## config.mk

```make
export PLATFORM = sky130hd
export DESIGN_NAME = lp_seq_ctrl
export DESIGN_NICKNAME = d
export VERILOG_FILES = /design/src/rtl/lp_seq_pkg.sv /design/src/rtl/lp_cfg_reg.sv /design/src/rtl/lp_seq_fsm.sv /design/src/rtl/lp_seq_ctrl.sv
export SDC_FILE = /design/constraint.sdc
export NUM_CORES = 1
export LEC_CHECK = 0
export BUFFER_PORTS_ARGS = -buffer_cell sky130_fd_sc_hd__buf_2
export CAP_MARGIN = 20
export CELL_PAD_IN_SITES_DETAIL_PLACEMENT = 0
export CELL_PAD_IN_SITES_GLOBAL_PLACEMENT = 1
export CORE_ASPECT_RATIO = 0.75
export CORE_UTILIZATION = 25
export CTS_CLUSTER_SIZE = 10
export DETAILED_ROUTE_END_ITERATION = 6
export HOLD_SLACK_MARGIN = 0.15
export PLACE_DENSITY = 0.82
export SETUP_SLACK_MARGIN = 0.15
export SKIP_LAST_GASP = 1
export SLEW_MARGIN = 20
export SYNTH_ARGS = -nofsm -noshare
export SYNTH_HDL_FRONTEND = slang
export SYNTH_HIERARCHICAL = 1
export SYNTH_SLANG_ARGS = --single-unit
```

## constraint.sdc

```tcl
create_clock -name clk -period 2.3 [get_ports clk]
set_clock_uncertainty 0.1 [all_clocks]
set_input_delay 0.115 -clock clk [delete_from_list [all_inputs] [get_ports clk]]
set_output_delay 0.115 -clock clk [all_outputs]
set_load 0.01 [all_outputs]
```

## src/rtl/lp_seq_pkg.sv

```systemverilog
package lp_seq_pkg;

    localparam int SYS_BIT = 0;
    localparam int MEM_BIT = 1;

    typedef enum logic [2:0] {
        ST_RUN    = 3'd0,
        ST_CSLEEP = 3'd1,
        ST_ENTER  = 3'd2,
        ST_LOWPWR = 3'd3,
        ST_WAKE   = 3'd4,
        ST_EXIT   = 3'd5
    } lp_state_e;

    typedef struct packed {
        lp_state_e state;
        logic      mem_act;
        logic      lowpower;
        logic      self_ref;
        logic      clk_stop;
        logic      core_sleep;
    } seq_t;

endpackage

```

## src/rtl/lp_cfg_reg.sv

```systemverilog
module lp_cfg_reg
    import lp_seq_pkg::*;
#(
    parameter int ADDR_W     = 16,
    parameter int DATA_W     = 32,
    parameter int CFG_OFFSET = 'hB00
) (
    input  logic              clk,
    input  logic              rst_n,
    input  logic [ADDR_W-1:0] bus_addr,
    input  logic              bus_wr,
    input  logic [DATA_W-1:0] bus_wdata,
    input  logic              wr_allow,
    input  logic              clr,
    output logic              sys_en,
    output logic              mem_en,
    output logic [DATA_W-1:0] bus_rdata
);

    localparam logic [ADDR_W-1:0] OFFS    = ADDR_W'(CFG_OFFSET);
    localparam logic [DATA_W-1:0] WR_MASK = (DATA_W'(1) << SYS_BIT) | (DATA_W'(1) << MEM_BIT);

    logic [DATA_W-1:0] cfg_d, cfg_q;
    logic              hit;

    assign hit = (bus_addr == OFFS);

    always_comb begin
        cfg_d = cfg_q;
        if (clr)
            cfg_d = '0;
        else if (bus_wr && hit && wr_allow)
            cfg_d = bus_wdata & WR_MASK;
    end

    always_ff @(posedge clk or negedge rst_n) begin
        if (!rst_n) cfg_q <= '0;
        else        cfg_q <= cfg_d;
    end

    genvar i;
    generate
        for (i = 0; i < DATA_W; i++) begin : g_rd
            if (WR_MASK[i]) begin : g_live
                assign bus_rdata[i] = hit & cfg_q[i];
            end else begin : g_rsvd
                assign bus_rdata[i] = 1'b0;
            end
        end
    endgenerate

    assign sys_en = cfg_q[SYS_BIT];
    assign mem_en = cfg_q[MEM_BIT];

endmodule

```

## src/rtl/lp_seq_fsm.sv

```systemverilog
module lp_seq_fsm
    import lp_seq_pkg::*;
(
    input  logic clk,
    input  logic rst_n,
    input  logic quiesce_req,
    input  logic wake_evt,
    input  logic sr_allowed,
    input  logic sys_en,
    input  logic mem_en,
    output logic wr_allow,
    output logic clr,
    output logic core_sleep,
    output logic sys_lowpower,
    output logic mem_self_refresh,
    output logic mem_clk_stop
);

    localparam seq_t SEQ_RST = '{state: ST_RUN, default: 1'b0};

    seq_t seq_d, seq_q;

    always_comb begin
        seq_d    = seq_q;
        clr      = 1'b0;
        wr_allow = (seq_q.state == ST_RUN) || (seq_q.state == ST_CSLEEP);
        case (seq_q.state)
            ST_RUN: begin
                if (quiesce_req) begin
                    if (sys_en) begin
                        seq_d.state    = ST_ENTER;
                        seq_d.lowpower = 1'b1;
                        seq_d.mem_act  = mem_en;
                        seq_d.self_ref = mem_en & sr_allowed;
                    end else begin
                        seq_d.state      = ST_CSLEEP;
                        seq_d.core_sleep = 1'b1;
                    end
                end
            end
            ST_CSLEEP: begin
                if (wake_evt) begin
                    seq_d.state      = ST_RUN;
                    seq_d.core_sleep = 1'b0;
                end
            end
            ST_ENTER: begin
                seq_d.state    = ST_LOWPWR;
                seq_d.clk_stop = seq_q.mem_act;
            end
            ST_LOWPWR: begin
                if (wake_evt) begin
                    seq_d.state    = ST_WAKE;
                    seq_d.clk_stop = 1'b0;
                end
            end
            ST_WAKE: begin
                seq_d.state    = ST_EXIT;
                seq_d.self_ref = 1'b0;
            end
            ST_EXIT: begin
                seq_d.state    = ST_RUN;
                seq_d.lowpower = 1'b0;
                seq_d.mem_act  = 1'b0;
                clr            = 1'b1;
            end
            default: seq_d = SEQ_RST;
        endcase
    end

    always_ff @(posedge clk or negedge rst_n) begin
        if (!rst_n) seq_q <= SEQ_RST;
        else        seq_q <= seq_d;
    end

    assign core_sleep       = seq_q.core_sleep;
    assign sys_lowpower     = seq_q.lowpower;
    assign mem_self_refresh = seq_q.self_ref;
    assign mem_clk_stop     = seq_q.clk_stop;

endmodule

```

## src/rtl/lp_seq_ctrl.sv

```systemverilog
module lp_seq_ctrl #(
    parameter int ADDR_W     = 16,
    parameter int DATA_W     = 32,
    parameter int CFG_OFFSET = 'hB00
) (
    input  logic              clk,
    input  logic              rst_n,
    input  logic [ADDR_W-1:0] bus_addr,
    input  logic              bus_wr,
    input  logic [DATA_W-1:0] bus_wdata,
    output logic [DATA_W-1:0] bus_rdata,
    input  logic              quiesce_req,
    input  logic              wake_evt,
    input  logic              sr_allowed,
    output logic              core_sleep,
    output logic              sys_lowpower,
    output logic              mem_self_refresh,
    output logic              mem_clk_stop
);

    logic sys_en, mem_en, wr_allow, clr;

    lp_cfg_reg #(
        .ADDR_W    (ADDR_W),
        .DATA_W    (DATA_W),
        .CFG_OFFSET(CFG_OFFSET)
    ) u_cfg (
        .clk      (clk),
        .rst_n    (rst_n),
        .bus_addr (bus_addr),
        .bus_wr   (bus_wr),
        .bus_wdata(bus_wdata),
        .wr_allow (wr_allow),
        .clr      (clr),
        .sys_en   (sys_en),
        .mem_en   (mem_en),
        .bus_rdata(bus_rdata)
    );

    lp_seq_fsm u_fsm (
        .clk             (clk),
        .rst_n           (rst_n),
        .quiesce_req     (quiesce_req),
        .wake_evt        (wake_evt),
        .sr_allowed      (sr_allowed),
        .sys_en          (sys_en),
        .mem_en          (mem_en),
        .wr_allow        (wr_allow),
        .clr             (clr),
        .core_sleep      (core_sleep),
        .sys_lowpower    (sys_lowpower),
        .mem_self_refresh(mem_self_refresh),
        .mem_clk_stop    (mem_clk_stop)
    );

endmodule

```

# Word level (Yosys, flattened, before mapping)
# Cells that the tools add are included.
word_totals:
  register_bits: 10
  output_inout_bits: 36
  wordCells: 55
classes:
  eq_ne: 11
  mux: 16
  bitwise: 7
  n_reduce_logical: 14
ops:
  columns: ["cell", "n"]
  rows:
  - ["== test 16 x 12 -> 1 bit (second input constant)", 1]
  - ["OR reduction 4 bit", 4]
  - ["case mux 3 bit (5 select lines)", 1]
  - ["!= test 2 bit (second input constant)", 5]
  - ["two-way mux 3 bit", 3]
  - ["AND reduction 3 bit", 3]
  - ["== test 3 x 2 -> 1 bit (second input constant)", 2]
  - ["== test 3 bit (second input constant)", 2]
  - ["two-way mux 2 bit", 3]
  - ["two-way mux 6 bit", 1]
  - ["case mux 1 bit (3 select lines)", 2]
  - ["two-way mux 1 bit", 4]
  - ["inverter 1 bit", 4]
  - ["case mux 2 bit (2 select lines)", 1]
  - ["AND reduction 4 bit", 1]
  - ["AND 1 bit", 3]
  - ["== test 3 x 1 -> 1 bit (second input constant)", 1]
  - ["zero test 3 bit", 1]
  - ["logical AND 1 bit", 2]
  - ["case mux 1 bit (2 select lines)", 1]
  - ["AND reduction 2 bit", 1]
  - ["nonzero test 2 bit", 1]
  - ["logical OR 1 bit", 1]

# Longest topological paths before layout
# Gate-level depths: netlist of the first run.
logic_depth:
  ltp_word: 5
  depth_mapped: 5

# By module
# Netlist of the first run, hierarchy kept.
modules_own_cells:
  columns: ["module", "n_inst", "cells_each", "area_each_um2", "seq_area_each_um2"]
  rows:
  - ["lp_seq_fsm", 1, 46, 479.2, 200.2]
  - ["lp_cfg_reg", 1, 50, 432.9, 50.0]

# Least setup slack after synthesis of the first run
# No wires, ideal clock.
synth_path:
  path_kind: "register to register"
  start: "reg u_fsm/seq_q[5] (netlist bit)"
  end: "reg u_cfg.cfg_q[0]"
  t_arrival_ns: 1.031
  t_required_ns: 2.121
  setup_slack_ns: 1.090
  path_stages_with_launch: 6
  n_path_buf: 1
  synth_period_minus_slack_ns: 1.210
  path_cell_list: "dfrtp_1 > buf_6 > nor2b_4 > and2_2 > nand2b_1 > mux2i_1"
synth_lines:
  columns: ["item", "line", "rtl"]
  rows:
  - ["start, declared", "lp_seq_fsm.sv:21", "seq_t seq_d, seq_q;"]
  - ["start signal, assigned", "lp_seq_fsm.sv:73", "else seq_q <= seq_d;"]
  - ["== test 3 bit *", "lp_seq_fsm.sv:27", "case (seq_q.state)"]
  - ["two-way mux 1 bit *", "lp_seq_fsm.sv:27", null]
  - ["named net clr", "lp_seq_ctrl.sv:21", "logic sys_en, mem_en, wr_allow, clr;"]
  - ["two-way mux 2 bit / nonzero test 2 bit (equally long branches)", null, null]
  - ["end signal, assigned", "lp_cfg_reg.sv:38", "else cfg_q <= cfg_d;"]
  - ["end, declared", "lp_cfg_reg.sv:23", "logic [DATA_W-1:0] cfg_d, cfg_q;"]
# The timed path passes the listed nets; every way through them passes the cells marked *.
# A chain may end at the register's enable or synchronous reset.

# Worst setup path after layout of the first run
layout_path:
  start: "reg u_fsm/seq_q[7] (netlist bit)"
  end: "reg u_fsm.seq_q (netlist bit u_fsm/mem_self_refresh)"
layout_via:
  elab_chain_len: 4
layout_rtl:
  columns: ["item", "line"]
  rows:
  - ["== test 3 bit (tied with other cells)", "lp_seq_fsm.sv:27"]
  - ["OR reduction 4 bit (no source line)", null]
  - ["inverter 1 bit (no source line)", null]
  - ["AND reduction 3 bit (no source line)", null]
# Several ways; a longest one is shown, not always the timed one.

==> impl_metrics.toml, run 1 <==
[setup_path]
setup.worst_path.class = "reg -> reg"
crit_start = "u_fsm/seq_q[7]$_DFFE_PN0P_"
critical_path.max_fanout = 11
r2r_start = "u_fsm/seq_q[7]$_DFFE_PN0P_"
worstPathArrival_ps = 1820
timing.rr.end = "u_fsm/mem_self_refresh$_DFFE_PN0P_"
startpoint_type = "register"
reg2reg_slack_ps = 510
cp-end-kind = "register"
rr_worst_depth = 4
critPathRequiredTime_ps = 2320

[flow_run]
max_cap_violations = 0

[final_layout]
diodes = 0
fillCellCount = 359
syn2layout_area_growth_pct = 18.38
multi_input_comb_area_sq_um = 483.0
regArea_sq_um = 250.2
drive_gt1_frac = 0.3409
finalNetCount = 187

[clock_network]
cts.sinks = 10
htree_levels = 1
clock_latency_ps = 240
clockBufferDepth = 2
postCtsSetupBuffers = 0
root_buffer = "clkbuf_8"
clkTransAtPathRegs_ps = 50
cts_hold_buf = 7
cts-buffers-inserted = 3
cts_resized = 0
cts_tree = "yes"

[power_and_ir_drop]
p_sw_uw = 147.8
ir_drop_v = 0.0001622
seqPwrFrac = 0.364
p_comb_frac = 0.206
clkPwrFrac = 0.431
total_power_uw = 531.5
pwr_density_cell_nw_per_um2 = 492.2
p_leak_uw = 0.0005439
internal_power_uw = 383.7
p_sw_frac = 0.2781

[global_routing]
overflow = 0
antenna_found_initial = 0
grt_pass1_vias = 609
grt_max_degree = 12
grt.total_usage = 0.09574
grt_pass1_wl_um = 2725

[yosys]
seq_area_frac_synth = 0.2743
synth_area_leaders = "dfrtp_1 (27%), buf_4 (25%), mux2i_1 (3.3%)"
synth_most_common_cell = "buf_4"
avgSynthCellArea_sq_um = 9.501
yosysWarnings = 6
syn_area_sq_um = 912.1
synth_seq_cells = 10
synthCells = 96
synth_edf_count = 0
synth_commonest_cells = "buf_4 (30), dfrtp_1 (10), inv_1 (7)"
synth_area_leader_cell = "dfrtp_1"
synth_cell_types = 34
synth_flop_cell = "dfrtp_1"
async_flop_share = 1.000
synth_top_area_frac = 0.2743

[die]
die-area_sq_um = 3896
io_pins = 90
die_h_um = 54.31
initial_core_util = 0.2700
rows = 18
core_area_sq_um = 3378
fp.dieW_um = 71.75

[worst_hold_path]
min_path_type = "in -> reg"
min-delay-start = "bus_wr"
min_delay_path_depth = 4
hold_end = "u_cfg/cfg_q[0]$_DFFE_PN0P_"

[placement]
gp_congestion = 0.7135
hpwl_um = 1261
port_buffers = 29

[timing]
maxSlewHeadroom = 0.6562
fin_tns_setup_ps = 0
report.final.slew_viol_count = 0
timing.final.crit_share = 0.7793
timing_hold_violations_final = 0
rsz0062_at_grt = "false"
max_freq_mhz = 557.9
setup_viol = 0
tightest_slew_ps = 515.7
period_needed_ps = 1792

[detailed_routing]
routedWlPerCell_um = 9.529
drc = 0
via_per_inst = 3.872
ant_nets = 0
drt_iter0_markers = 54
num_vias = 666
wl_um = 1639
drtPass1Iterations = 4

[run_status]
status = "completed"
how the worst max path moves through the flow:
stage | end | slack (ps) | cells after the start
after detailed placement | u_cfg/cfg_q[1]$_DFFE_PN0P_ | 880 | 4
after floorplan | u_cfg/cfg_q[0]$_DFFE_PN0P_ | 1090 | 5
after global placement | u_cfg/cfg_q[1]$_DFFE_PN0P_ | 900 | 4
final | u_fsm/mem_self_refresh$_DFFE_PN0P_ | 510 | 4
after global routing | u_fsm/mem_self_refresh$_DFFE_PN0P_ | 370 | 4
after CTS | u_fsm/mem_self_refresh$_DFFE_PN0P_ | 510 | 4
routing by layer:
| layer | GRT usage | wire (um) | up-vias |
|---|---|---|---|
| met5 | 0 | 0 | - |
| met3 | 0.04236 | 139 | 4 |
| met2 | 0.1415 | 684 | 35 |
| met1 | 0.1156 | 791 | 288 |
| met4 | 0.05882 | 24 | 0 |
| li1 | - | - | 339 |
critical path, stage by stage (launching register included):
cell and delay (ps):
dfrtp_1 540, inv_1 180, o21ai_0 200, mux2i_1 90, dlygate4sd3_1 560
cells in the final DEF (no fill, tap or decap):
master         count
a221o_1            1
a2bb2oi_1          1
nand4_2            1
nor2_1             3
and3b_1            1
conb_1            30
o21ai_1            2
nor4b_2            2
clkbuf_8           4
mux2i_1            3
and2_2             1
inv_1              7
dlygate4sd3_1      7
buf_2             29
nand2_1            5
o221a_1            1
nor4_2             1
o21ai_0            3
nand3_1            3
nand2b_1           4
a21oi_1            1
a32o_1             1
nor2_4             1
nor2_8             1
a31oi_1            2
nor2_2             1
nor2b_4            1
o22ai_1            1
nand3_2            1
o31a_1             1
nor4b_4            1
dfrtp_1           10
o32ai_2            1
sequential cells by signal, summed over array words and instances (netlist names):
register / count
u_cfg/cfg_q: 2
u_fsm/core_sleep: 1
u_fsm/mem_clk_stop: 1
u_fsm/mem_self_refresh: 1
u_fsm/seq_q: 4
u_fsm/sys_lowpower: 1
power by group through the flow:
stage	combinational, uW	sequential, uW	clock, uW
after floorplan	114	190	0
after global placement	100	196	0
after detailed placement	101	196	0
after CTS	109	193	233
after global routing	121	194	242
final	109	193	229
stage by stage:
| stage | instance area, sq um | util | hold slack [ps] | setup WS, ps | instances |
|---|---|---|---|---|---|
| after floorplan | 1021 | - | -280.6 | 1090 | 125 |
| after global placement | 954.7 | 0.2826 | -107.6 | 901.1 | 161 |
| after detailed placement | 954.7 | 0.2826 | -108.0 | 876.4 | 161 |
| after CTS | 1080 | 0.3196 | 160.4 | 513.3 | 172 |
| after global routing | 1080 | 0.3196 | 179.0 | 368.7 | 172 |
| final | 1080 | 0.3196 | 152.8 | 507.5 | 172 |
cell type report:
type,count,area share
Clock buffer,4,0.05098
Inverter,7,0.02433
Tap cell,40,0.04635
Sequential cell,10,0.2317
Multi-Input combinational cell,75,0.4473
Timing Repair Buffer,36,0.1993
logic make-up (layout without fill, tap and decap cells):
| logic type | Yosys count | count (layout) | share of synthesized area |
|---|---|---|---|
| simple gates | 27 | 27 | 0.2483 |
| other cells | 1 | 30 | 0.004111 |
| flops | 10 | 10 | 0.2743 |
| mux | 3 | 3 | 0.03292 |
| compound gates | 15 | 15 | 0.1248 |
| buf+inv | 40 | 47 | 0.3155 |
Note: power is estimated with default switching activity, not from simulation.
==> run 2, diff against run 1 <==
- CORE_UTILIZATION: 25 -> 21
- PLACE_DENSITY: 0.82 -> 0.73
- clock period: 2.3 -> 1.44 ns (I/O delays scaled with it)
==> impl_metrics.toml, run 2 (synthesis results as in run 1) <==
[global_routing]
grt_max_degree = 12
antenna_found_initial = 0
overflow = 0
grt_pass1_vias = 652
grt_pass1_wl_um = 2746
grt.total_usage = 0.07710

[worst_hold_path]
hold_end = "u_cfg/cfg_q[0]$_DFFE_PN0P_"
min_path_type = "in -> reg"
min-delay-start = "bus_addr[1]"
min_delay_path_depth = 5

[detailed_routing]
wl_um = 1649
via_per_inst = 3.607
drtPass1Iterations = 4
routedWlPerCell_um = 8.634
drt_iter0_markers = 51
ant_nets = 0
num_vias = 689
drc = 0

[die]
core_area_sq_um = 4104
fp.dieW_um = 78.10
io_pins = 90
rows = 20
initial_core_util = 0.2223
die-area_sq_um = 4614
die_h_um = 59.08

[flow_run]
max_cap_violations = 0

[clock_network]
clkTransAtPathRegs_ps = 50
cts.sinks = 10
clockBufferDepth = 2
htree_levels = 1
cts_tree = "yes"
root_buffer = "clkbuf_8"
clock_latency_ps = 230
cts-buffers-inserted = 3

[final_layout]
fin_area_sq_um = 1147
syn2layout_area_growth_pct = 25.79
most-common-layout-cells = "conb_1 (30), buf_2 (29), dlygate4sd3_1 (8), dfrtp_1 (8), inv_1 (7)"
regMostFlops = "u_fsm/seq_q"
largest_register_ffs = 4
diodes = 0
finalNetCount = 192
drive_gt1_frac = 0.3750
final_common_cell = "conb_1"
reg.largest.list = "u_fsm/seq_q (4), u_cfg/cfg_q (2)"
post-route-util = 0.2796

[setup_path]
rr_worst_depth = 4
critPathRequiredTime_ps = 1450
reg2reg_slack_ps = 200
critical_path.max_fanout = 7
worstPathArrival_ps = 1260
r2r_start = "u_fsm/seq_q[6]$_DFFE_PN0P_"
timing.rr.end = "u_fsm/seq_q[4]$_DFFE_PN0P_"
cp-end-kind = "register"
startpoint_type = "register"
setup.worst_path.class = "reg -> reg"

[timing]
timing_hold_violations_final = 0
period_needed_ps = 1243
report.final.slew_viol_count = 0
setup_viol = 0
rsz0062_at_grt = "true"
max_freq_mhz = 804.8
fin_tns_setup_ps = 0
timing.final.crit_share = 0.8629

[power_and_ir_drop]
ir_drop_v = 0.0003690
pwr_density_cell_nw_per_um2 = 682.0
p_leak_uw = 0.0005598

[placement]
port_buffers = 29
placed_area_sq_um = 996.0
gp_congestion = 0.7736
hpwl_um = 1329

[run_status]
status = "completed"
[run 2: stage by stage]
stage               setup WS (ps)  power (uW)  hold slack, ps  std cells
finish                      197.4       782.5           174.7        191
global route                136.0       827.7           216.7        191
CTS                         172.4       789.2           181.7        191
detailed placement          81.78       479.7          -152.9        179
global placement            78.56       479.4          -152.4        179
floorplan                   229.6       485.0          -323.6        125
[run 2: area by class of cell]
| type | instances | area [sq um] |
|---|---|---|
| Clock buffer | 3 | 41.29 |
| Fill cell | 452 | 2957 |
| Timing Repair Buffer | 41 | 259.0 |
| Sequential cell | 10 | 252.7 |
| Multi-Input combinational cell | 75 | 499.2 |
| Inverter | 7 | 26.28 |
| Tap cell | 55 | 68.82 |
[run 2: worst max-delay path, cell delays in order, from the launching register on]
cell and delay [ps]:
dfrtp_1 410, buf_6 160, nor2_8 110, nand3_4 90, a32o_1 260
[run 2: how the worst max path moves through the flow]
stage	to	startpoint	slack, ps	depth (start not counted)
final	u_fsm/seq_q[4]$_DFFE_PN0P_	u_fsm/seq_q[6]$_DFFE_PN0P_	200	4
after global routing	u_fsm/seq_q[4]$_DFFE_PN0P_	u_fsm/seq_q[6]$_DFFE_PN0P_	140	4
after CTS	u_cfg/cfg_q[1]$_DFFE_PN0P_	u_fsm/seq_q[7]$_DFFE_PN0P_	170	4
after detailed placement	u_cfg/cfg_q[1]$_DFFE_PN0P_	u_fsm/seq_q[5]$_DFFE_PN0P_	80	4
after global placement	u_cfg/cfg_q[0]$_DFFE_PN0P_	u_fsm/seq_q[5]$_DFFE_PN0P_	80	4
after floorplan	u_cfg/cfg_q[0]$_DFFE_PN0P_	u_fsm/seq_q[5]$_DFFE_PN0P_	230	5
[run 2: power by group]
| group | switching (uW) | leakage, uW | internal, uW |
|---|---|---|---|
| combinational | 103 | 0.000415 | 94.1 |
| clock | 97.0 | 0.0000216 | 182 |
| sequential | 13.6 | 0.000123 | 293 |
[run 2: repair_timing]
action	4_1_cts	5_1_grt
gates cloned	0	0
setup buffers	1	0
hold buffers	8	0
hold endpoints to repair	18	0
pin swaps	0	1
endpoints found under the setup margin	3	6
gates resized for setup	2	5
[run 2: routing by layer]
metal	share of wire	GRT usage	routed length, um	up-vias
met2	0.46	0.1203	758	20
met5	0	0	0	-
met1	0.47	0.1003	779	317
met4	0.014	0.02381	23	0
li1	-	-	-	350
met3	0.053	0.02769	87	2
